`config.mk`:
```
export PLATFORM = sky130hd
export DESIGN_NAME = vecredir_top
export DESIGN_NICKNAME = d
export VERILOG_FILES = /design/src/rtl/vecredir_pkg.sv /design/src/rtl/vecredir_prot_eval.sv /design/src/rtl/vecredir_window.sv /design/src/rtl/vecredir_top.sv
export SDC_FILE = /design/constraint.sdc
export NUM_CORES = 1
export LEC_CHECK = 0
export BUFFER_PORTS_ARGS = -buffer_cell sky130_fd_sc_hd__buf_2
export CAP_MARGIN = 10
export CORE_MARGIN = 2
export CORE_UTILIZATION = 36
export CTS_CLUSTER_DIAMETER = 50
export CTS_CLUSTER_SIZE = 8
export DETAILED_ROUTE_END_ITERATION = 16
export PLACE_DENSITY = 0.79
export SLEW_MARGIN = 40
export SYNTH_ARGS = -nofsm -noshare
export SYNTH_HDL_FRONTEND = slang
export SYNTH_SLANG_ARGS = --single-unit
```
`constraint.sdc`:
```
create_clock -name clk -period 0.9 [get_ports clk]
set_input_delay 0.045 -clock clk [delete_from_list [all_inputs] [get_ports clk]]
set_output_delay 0.045 -clock clk [all_outputs]
set_load 0.1 [all_outputs]
```
`src/rtl/vecredir_pkg.sv`:
```
package vecredir_pkg;
  typedef enum logic [1:0] {
    ROUTE_PASS_OUTSIDE = 2'd0,
    ROUTE_PASS_GATED   = 2'd1,
    ROUTE_REMAP        = 2'd2
  } route_e;
endpackage

```
`src/rtl/vecredir_prot_eval.sv`:
```
module vecredir_prot_eval #(
  parameter int ADDR_W = 16,
  parameter int KEEP_W = 9,
  parameter logic [ADDR_W-1:0] FLASH_BASE = 16'hC000,
  localparam int BND_W = ADDR_W - KEEP_W
) (
  input  logic             prot_disable,
  input  logic [BND_W-1:0] prot_bound,
  output logic             partial
);
  logic [ADDR_W-1:0] last_open;
  logic none_prot, all_prot;

  always_comb begin
    last_open = {prot_bound, {KEEP_W{1'b1}}};
    none_prot = &prot_bound;
    all_prot  = last_open < FLASH_BASE;
    partial   = !prot_disable && !none_prot && !all_prot;
  end
endmodule

```
`src/rtl/vecredir_window.sv`:
```
module vecredir_window #(
  parameter int ADDR_W = 16,
  parameter logic [ADDR_W-1:0] VEC_LO = 16'hFFC0,
  parameter logic [ADDR_W-1:0] VEC_HI = 16'hFFFD
) (
  input  logic [ADDR_W-1:0] addr,
  output logic              in_window
);
  always_comb in_window = (addr >= VEC_LO) && (addr <= VEC_HI);
endmodule

```
`src/rtl/vecredir_top.sv`:
```
module vecredir_top
  import vecredir_pkg::*;
#(
  parameter int ADDR_W = 16,
  parameter int KEEP_W = 9,
  parameter logic [ADDR_W-1:0] FLASH_BASE = 16'hC000,
  parameter logic [ADDR_W-1:0] VEC_LO = 16'hFFC0,
  parameter logic [ADDR_W-1:0] VEC_HI = 16'hFFFD,
  localparam int BND_W = ADDR_W - KEEP_W
) (
  input  logic              clk,
  input  logic              rst,
  input  logic [ADDR_W-1:0] fetch_addr,
  input  logic              no_redirect,
  input  logic              prot_disable,
  input  logic [BND_W-1:0]  prot_bound,
  output logic [ADDR_W-1:0] xlat_addr
);
  logic partial, in_window;
  route_e route;
  logic [ADDR_W-1:0] next_addr;

  vecredir_prot_eval #(.ADDR_W(ADDR_W), .KEEP_W(KEEP_W), .FLASH_BASE(FLASH_BASE)) u_prot (
    .prot_disable(prot_disable),
    .prot_bound  (prot_bound),
    .partial     (partial)
  );

  vecredir_window #(.ADDR_W(ADDR_W), .VEC_LO(VEC_LO), .VEC_HI(VEC_HI)) u_win (
    .addr     (fetch_addr),
    .in_window(in_window)
  );

  always_comb begin
    if (!in_window)                  route = ROUTE_PASS_OUTSIDE;
    else if (no_redirect || !partial) route = ROUTE_PASS_GATED;
    else                             route = ROUTE_REMAP;
    next_addr = (route == ROUTE_REMAP) ? {prot_bound, fetch_addr[KEEP_W-1:0]} : fetch_addr;
  end

  always_ff @(posedge clk) begin
    if (rst) xlat_addr <= '0;
    else     xlat_addr <= next_addr;
  end

  assert_reset_clear_R1: assert property (@(posedge clk) rst |=> (xlat_addr == '0));
  assert_below_window_R2: assert property (@(posedge clk) disable iff (rst)
    (!$past(rst) && ($past(fetch_addr) < VEC_LO)) |-> (xlat_addr == $past(fetch_addr)));
  assert_reset_vector_R3: assert property (@(posedge clk) disable iff (rst)
    (!$past(rst) && ($past(fetch_addr) > VEC_HI)) |-> (xlat_addr == $past(fetch_addr)));
  assert_low_bits_kept_R4: assert property (@(posedge clk) disable iff (rst)
    !$past(rst) |-> (xlat_addr[KEEP_W-1:0] == $past(fetch_addr[KEEP_W-1:0])));
  assert_option_off_R5: assert property (@(posedge clk) disable iff (rst)
    (!$past(rst) && $past(no_redirect)) |-> (xlat_addr == $past(fetch_addr)));
  assert_prot_off_R6: assert property (@(posedge clk) disable iff (rst)
    (!$past(rst) && $past(prot_disable)) |-> (xlat_addr == $past(fetch_addr)));
  assert_none_prot_R7: assert property (@(posedge clk) disable iff (rst)
    (!$past(rst) && (&$past(prot_bound))) |-> (xlat_addr == $past(fetch_addr)));
endmodule

```
==> impl_metrics.tcl, run 1 <==
set metrics [dict create \
    tritoncts "done" \
    arrival_ps 850 \
    cts_resized 0 \
    critPathBufInv 1 \
    nFillCells 73 \
    setup_slack_ps 7.21 \
    path_cells "buf_12" \
    num-nets-final 134 \
    numCtsBuffers 3 \
    final_cell_mix "buf_2 (26), buf_12 (16), dfxtp_2 (16)" \
    drive_above_1_share 0.604 \
    dr.pass1.iters 4 \
    die-area_um2 1800 \
    synth_area_leaders "dfxtp_1 (60%), nor2b_1 (13%), nand2b_1 (5.9%)" \
    final_common_cell "buf_2" \
    cp_top_family "flip-flops" \
    cp_data_required_time_ps 850 \
    die_h_um 42.5 \
    die_x_um 42.5 \
    p_leak_uw 0.000510 \
    grtUsageTotal 0.234 \
    drt_iter0_drc 29 \
    wl_per_cell_um 15.4 \
    areaGrowthSynthToFinish_pct 120 \
    critPathMaxStageDelay_ps 360 \
    dp.cells 105 \
    worst-path-max-fanout 1 \
    core_um2 1350 \
    post_cts_buffers 0 \
    path_class "flip-flop to output port" \
    cts_num_sinks 16 \
    max-slew-margin-rel 0.797 \
    seq_area_frac_synth 0.601 \
    grt_max_degree 17 \
    start_util 0.395 \
    wl_met1_um 646 \
    violations "negative hold slack" \
    ys_ff_latch 16 \
    regArea_um2 340 \
    drc 0 \
    yosys_warnings 0 \
    grt_pass1_wl_um 2840 \
    critPathSlowestCell "dfxtp_2" \
    fin_crit_ps 893 \
    met3_length_um 194 \
    hold_path_class "input pin to flip-flop" \
    rsz0062_at_grt "yes" \
    root_buffer "clkbuf_4" \
    final_cells 121 \
    hold_viol_final 2 \
    topRoutingLayerUsed "met4" \
    ant_nets 0 \
    wirelength_um 1860 \
    largest_reg_flops 16 \
    timing.final.crit_share 0.992 \
    endpoint_kind "output port" \
    reg.largest.list "xlat_addr x16" \
    synth_top_area_share 0.601 \
    p_per_area_nw_per_um2 1610 \
    netlist_instances 49 \
    syn-num-nets 76 \
    routabilityCongestion 0.771 \
    multiInputGateArea_um2 209 \
    ys_types 11 \
    clockBufferDepth 2 \
    setup_viol 0 \
    ios 43 \
    slew_viol_final 0 \
    synth_top_cell_by_area "dfxtp_1" \
    outcome "finished with violations" \
    holdWs_ps -4.02 \
    diodes 0 \
    wl_met2_um 964 \
    max-vdd-ir-drop_uv 1120 \
    dpl_worst_slack_ps -59.8 \
    fmax_mhz 1120 \
    portBuffers 42 \
    clk_pin_slew_ps 100 \
    overflow 0 \
    vias_per_cell 4.93 \
    vias 597 \
    grt_pass1_vias 615 \
    cp-start-kind "flip-flop" \
    antenna_found_initial 0 \
    post_synth.cell_area_avg_um2 10.9 \
    regMostFlops "xlat_addr" \
    htreeDepth 1 \
    worst_pin_slew_ps 304 \
    rows 13 \
    netlist_area_um2 533 \
    max-cap-violations 0 \
]
## cell families (layout without fill, tap and decap cells)
family,Yosys count,count (layout),share of synthesized area
buffers and inverters,1,58,0.00704
flip-flops,16,16,0.601
AND/OR/NAND/NOR,26,26,0.307
AO/OA/AOI/OAI,6,6,0.0845
## synthesized netlist by cell type
master	count
a211oi_4	1
a21oi_1	5
and4_4	1
clkbuf_1	1
dfxtp_1	16
nand2_1	1
nand2b_1	5
nand4_1	2
nand4bb_1	1
nor2b_1	11
nor3_1	5
## layer usage
| layer | global-route usage | vias up |
|---|---|---|
| met5 | 0 | - |
| met4 | 0.169 | 0 |
| met3 | 0.0819 | 5 |
| met2 | 0.415 | 43 |
| met1 | 0.216 | 269 |
| li1 | - | 280 |
## stage by stage
step / total power (uW) / cell area (um2) / utilization / setup TNS [ps]
2_1_floorplan: 1110 / 553 / - / 0
3_3_place_gp: 1350 / 1020 / 0.754 / -34.1
3_5_place_dp: 1360 / 1020 / 0.754 / -279
4_1_cts: 1850 / 1160 / 0.863 / 0
5_1_grt: 1950 / 1170 / 0.870 / -36.0
6_report: 1890 / 1170 / 0.870 / 0
## worst paths after layout
path | startpoint | to | cells after the start
max | xlat_addr[6] | xlat_addr[6] | 1
min | fetch_addr[14] | xlat_addr[14] | 2
## layout make-up
cell class                      count  share of cell area
Clock buffer                        4              0.0309
Multi-Input combinational cell     32               0.178
Sequential cell                    16               0.290
Tap cell                           15              0.0160
Timing Repair Buffer               54               0.486
## report_power, final
part / switching, uW / total, uW / internal [uW]
sequential: 31.7 / 786 / 754
clock: 259 / 506 / 247
combinational: 359 / 602 / 243
total: 650 / 1890 / 1240
## timing repair
action                                  4_1_cts  5_1_grt
endpoints found under the setup margin        0        4
hold endpoints to repair                     11        1
hold buffers                                 11        1
Note: power is estimated with default switching activity, not from simulation.
==> inputs of run 2 (changes only) <==
--- a/config.mk
+++ b/config.mk
@@ -6,12 +6,13 @@
 export NUM_CORES = 1
 export LEC_CHECK = 0
 export BUFFER_PORTS_ARGS = -buffer_cell sky130_fd_sc_hd__buf_2
-export CAP_MARGIN = 10
+export CAP_MARGIN = 20
 export CORE_MARGIN = 2
 export CORE_UTILIZATION = 36
 export CTS_CLUSTER_DIAMETER = 50
 export CTS_CLUSTER_SIZE = 8
 export DETAILED_ROUTE_END_ITERATION = 16
+export HOLD_SLACK_MARGIN = 0.12
 export PLACE_DENSITY = 0.79
 export SLEW_MARGIN = 40
 export SYNTH_ARGS = -nofsm -noshare
==> run 2 against run 1 <==
  * The run now fails in global routing (5_1_grt)
  * Synthesized cell count stayed put
  * Area after synthesis is the same
==> impl_metrics.tcl, run 2 <==
set metrics [dict create \
    ys_ff_latch 16 \
    seq_area_frac_synth 0.601 \
    crit_endpoint "xlat_addr[13]$_SDFF_PP0_/D" \
    post_cts_buffers 0 \
    dp.cells 105 \
    post_synth.cell_area_avg_um2 10.9 \
    yosys_warnings 0 \
    clockBufferDepth 2 \
    netlist_area_um2 533 \
    synth-edff-count 0 \
    rows 13 \
    root_buffer "clkbuf_4" \
    cts_num_sinks 16 \
    cts_hold_buf 23 \
    cts_resized 0 \
    toolErrorMsg "[ERROR DPL-0033] detailed placement checks failed during check placement." \
    portBuffers 42 \
    routabilityCongestion 0.771 \
    worst-ep-kind "register input" \
    netlist_instances 49 \
    ios 43 \
    synth_top_cell_by_area "dfxtp_1" \
    htreeDepth 1 \
    ys_types 11 \
    synth_common_cells "dfxtp_1 (16), nor2b_1 (11), a21oi_1 (5), nand2b_1 (5), nor3_1 (5)" \
    start_util 0.395 \
    numCtsBuffers 3 \
    synth_top_area_share 0.601 \
    syn-num-nets 76 \
    grt_max_degree 11 \
    die_h_um 42.5 \
    die_x_um 42.5 \
    place_area_um2 1020 \
    antenna_found_initial 0 \
    synth_area_leaders "dfxtp_1 (60%), nor2b_1 (13%), nand2b_1 (5.9%)" \
    synthFlopType "dfxtp_1" \
    ys_async_sr_fraction 0 \
    yosysMostFrequentCell "dfxtp_1" \
    lastStage "global routing (5_1_grt)" \
    outcome "did not finish" \
]
-- run 2: cell counts after synthesis --
Identical to the previous run, type by type.
-- run 2: cells by family after synthesis --
group / share of synthesized area
buf+inv: 0.00704
compound gates: 0.0845
flops: 0.601
simple gates: 0.307
-- run 2: per-stage QoR --
| step | setup WS (ps) | utilization | hold slack, ps | TNS [ps] |
|---|---|---|---|---|
| CTS | 32.9 | 0.952 | 98.1 | 0 |
| detailed placement | -59.8 | 0.754 | 275 | -279 |
| global placement | -8.92 | 0.754 | 256 | -34.1 |
| floorplan | 137 | - | 109 | 0 |
==> inputs of run 3 (changes only) <==
--- a/config.mk
+++ b/config.mk
@@ -7,13 +7,10 @@
 export LEC_CHECK = 0
 export BUFFER_PORTS_ARGS = -buffer_cell sky130_fd_sc_hd__buf_2
 export CAP_MARGIN = 20
-export CORE_MARGIN = 2
-export CORE_UTILIZATION = 36
-export CTS_CLUSTER_DIAMETER = 50
-export CTS_CLUSTER_SIZE = 8
+export CORE_AREA = 2 2 63 65
 export DETAILED_ROUTE_END_ITERATION = 16
-export HOLD_SLACK_MARGIN = 0.12
-export PLACE_DENSITY = 0.79
+export DIE_AREA = 0 0 65 67
+export PLACE_DENSITY_LB_ADDON = 0.15
 export SLEW_MARGIN = 40
 export SYNTH_ARGS = -nofsm -noshare
 export SYNTH_HDL_FRONTEND = slang
==> run 3 against run 2 <==
  * The run now ends clean
==> impl_metrics.tcl, run 3 (synthesis gave the netlist of run 1 again) <==
set metrics [dict create \
    fin_crit_ps 809 \
    die-area_um2 4360 \
    setup_slack_ps 91.4 \
    ios 43 \
    grt_pass1_vias 538 \
    overflow 0 \
    fmax_mhz 1240 \
    place_area_um2 1060 \
    drt_iter0_drc 9 \
    critPathSlowestCell "dfxtp_2" \
    worst-path-max-fanout 1 \
    regMostFlops "xlat_addr" \
    start_util 0.148 \
    final_util 0.309 \
    critPathMaxStageDelay_ps 350 \
    routabilityCongestion 0.722 \
    ant_nets 0 \
    path_cells "buf_12" \
    final_cell_mix "buf_2 (26), buf_12 (16), dfxtp_2 (16)" \
    cp_data_required_time_ps 850 \
    switching_share 0.312 \
    vias 505 \
    rows 22 \
    combPwrFrac 0.281 \
    root_buffer "clkbuf_8" \
    clk_pin_slew_ps 60 \
    outcome "finished clean" \
    htreeDepth 1 \
    core_um2 3610 \
    vias_per_cell 3.56 \
    post_cts_buffers 0 \
    wl_per_cell_um 10.2 \
    regArea_um2 340 \
    endpoint_kind "output port" \
    power_frac_clock 0.319 \
    p_int_uw 1350 \
    diodes 0 \
    dpl_worst_slack_ps -84.6 \
    die_x_um 65 \
    dr.pass1.iters 2 \
    grt_max_degree 17 \
    multiInputGateArea_um2 209 \
    cp-start-kind "flip-flop" \
    portBuffers 42 \
    grtUsageTotal 0.0765 \
    tritoncts "done" \
    p_seq_frac 0.400 \
    cts_resized 0 \
    wirelength_um 1440 \
    antenna_found_initial 0 \
    clockBufferDepth 2 \
    max-cap-violations 0 \
    critPathBufInv 1 \
    path_class "flip-flop to output port" \
    drc 0 \
    cp_top_family "flip-flops" \
    final_common_cell "buf_2" \
    arrival_ps 760 \
    fin_area_um2 1110 \
    drive_above_1_share 0.681 \
    cp-startpoint "xlat_addr[1]" \
    cts_hold_buf 0 \
    hold_path_class "input pin to flip-flop" \
    hold_viol_final 0 \
    hp-start "fetch_addr[0]" \
    num-nets-final 122 \
    cts_num_sinks 16 \
    setup_viol 0 \
    die_h_um 67 \
    slew_viol_final 0 \
    rsz0062_at_grt "no" \
    largest_reg_flops 16 \
    max-vdd-ir-drop_uv 480 \
    numCtsBuffers 3 \
    grt_pass1_wl_um 2390 \
    final_cells 142 \
    worst_pin_slew_ps 296 \
    p_per_area_nw_per_um2 1760 \
    nFillCells 383 \
    p_switching_uw 613 \
    reg.largest.list "xlat_addr x16" \
    timing.final.crit_share 0.898 \
    max-slew-margin-rel 0.802 \
    areaGrowthSynthToFinish_pct 109 \
    dp.cells 138 \
    p_leak_uw 0.000468 \
]
[run 3: area by class of cell]
class                      instances  share of cell area
timing repair buffer              42               0.404
tap                               48              0.0539
sequential                        16               0.305
multi-input combinational         32               0.187
clock buffer                       4              0.0494
[run 3: path summary, 6_finish.rpt]
path | endpoint | cells after the start
setup / recovery | xlat_addr[1] | 1
hold / removal | xlat_addr[0] | 2
[run 3: per-layer routing]
layer / wire length, um / GRT usage / part of all wire
met1: 612 / 0.0886 / 0.42
met2: 685 / 0.121 / 0.47
met3: 118 / 0.0152 / 0.082
met5: 0 / 0 / 0
met4: 27 / 0.0638 / 0.019
[run 3: power groups by stage]
| stage | sequential (uW) | combinational (uW) | clock [uW] |
|---|---|---|---|
| after floorplan | 1060 | 46.0 | 0 |
| after global placement | 802 | 554 | 0 |
| after detailed placement | 803 | 557 | 0 |
| after CTS | 787 | 557 | 662 |
| after global routing | 789 | 573 | 693 |
| final | 786 | 552 | 627 |
[run 3: metrics by stage]
step	TNS [ps]	hold WS, ps	power, uW
CTS	0	9.73	2010
global placement	-225	269	1360
global route	0	29.4	2060
finish	0	14.9	1960
detailed placement	-380	268	1360
floorplan	0	109	1110
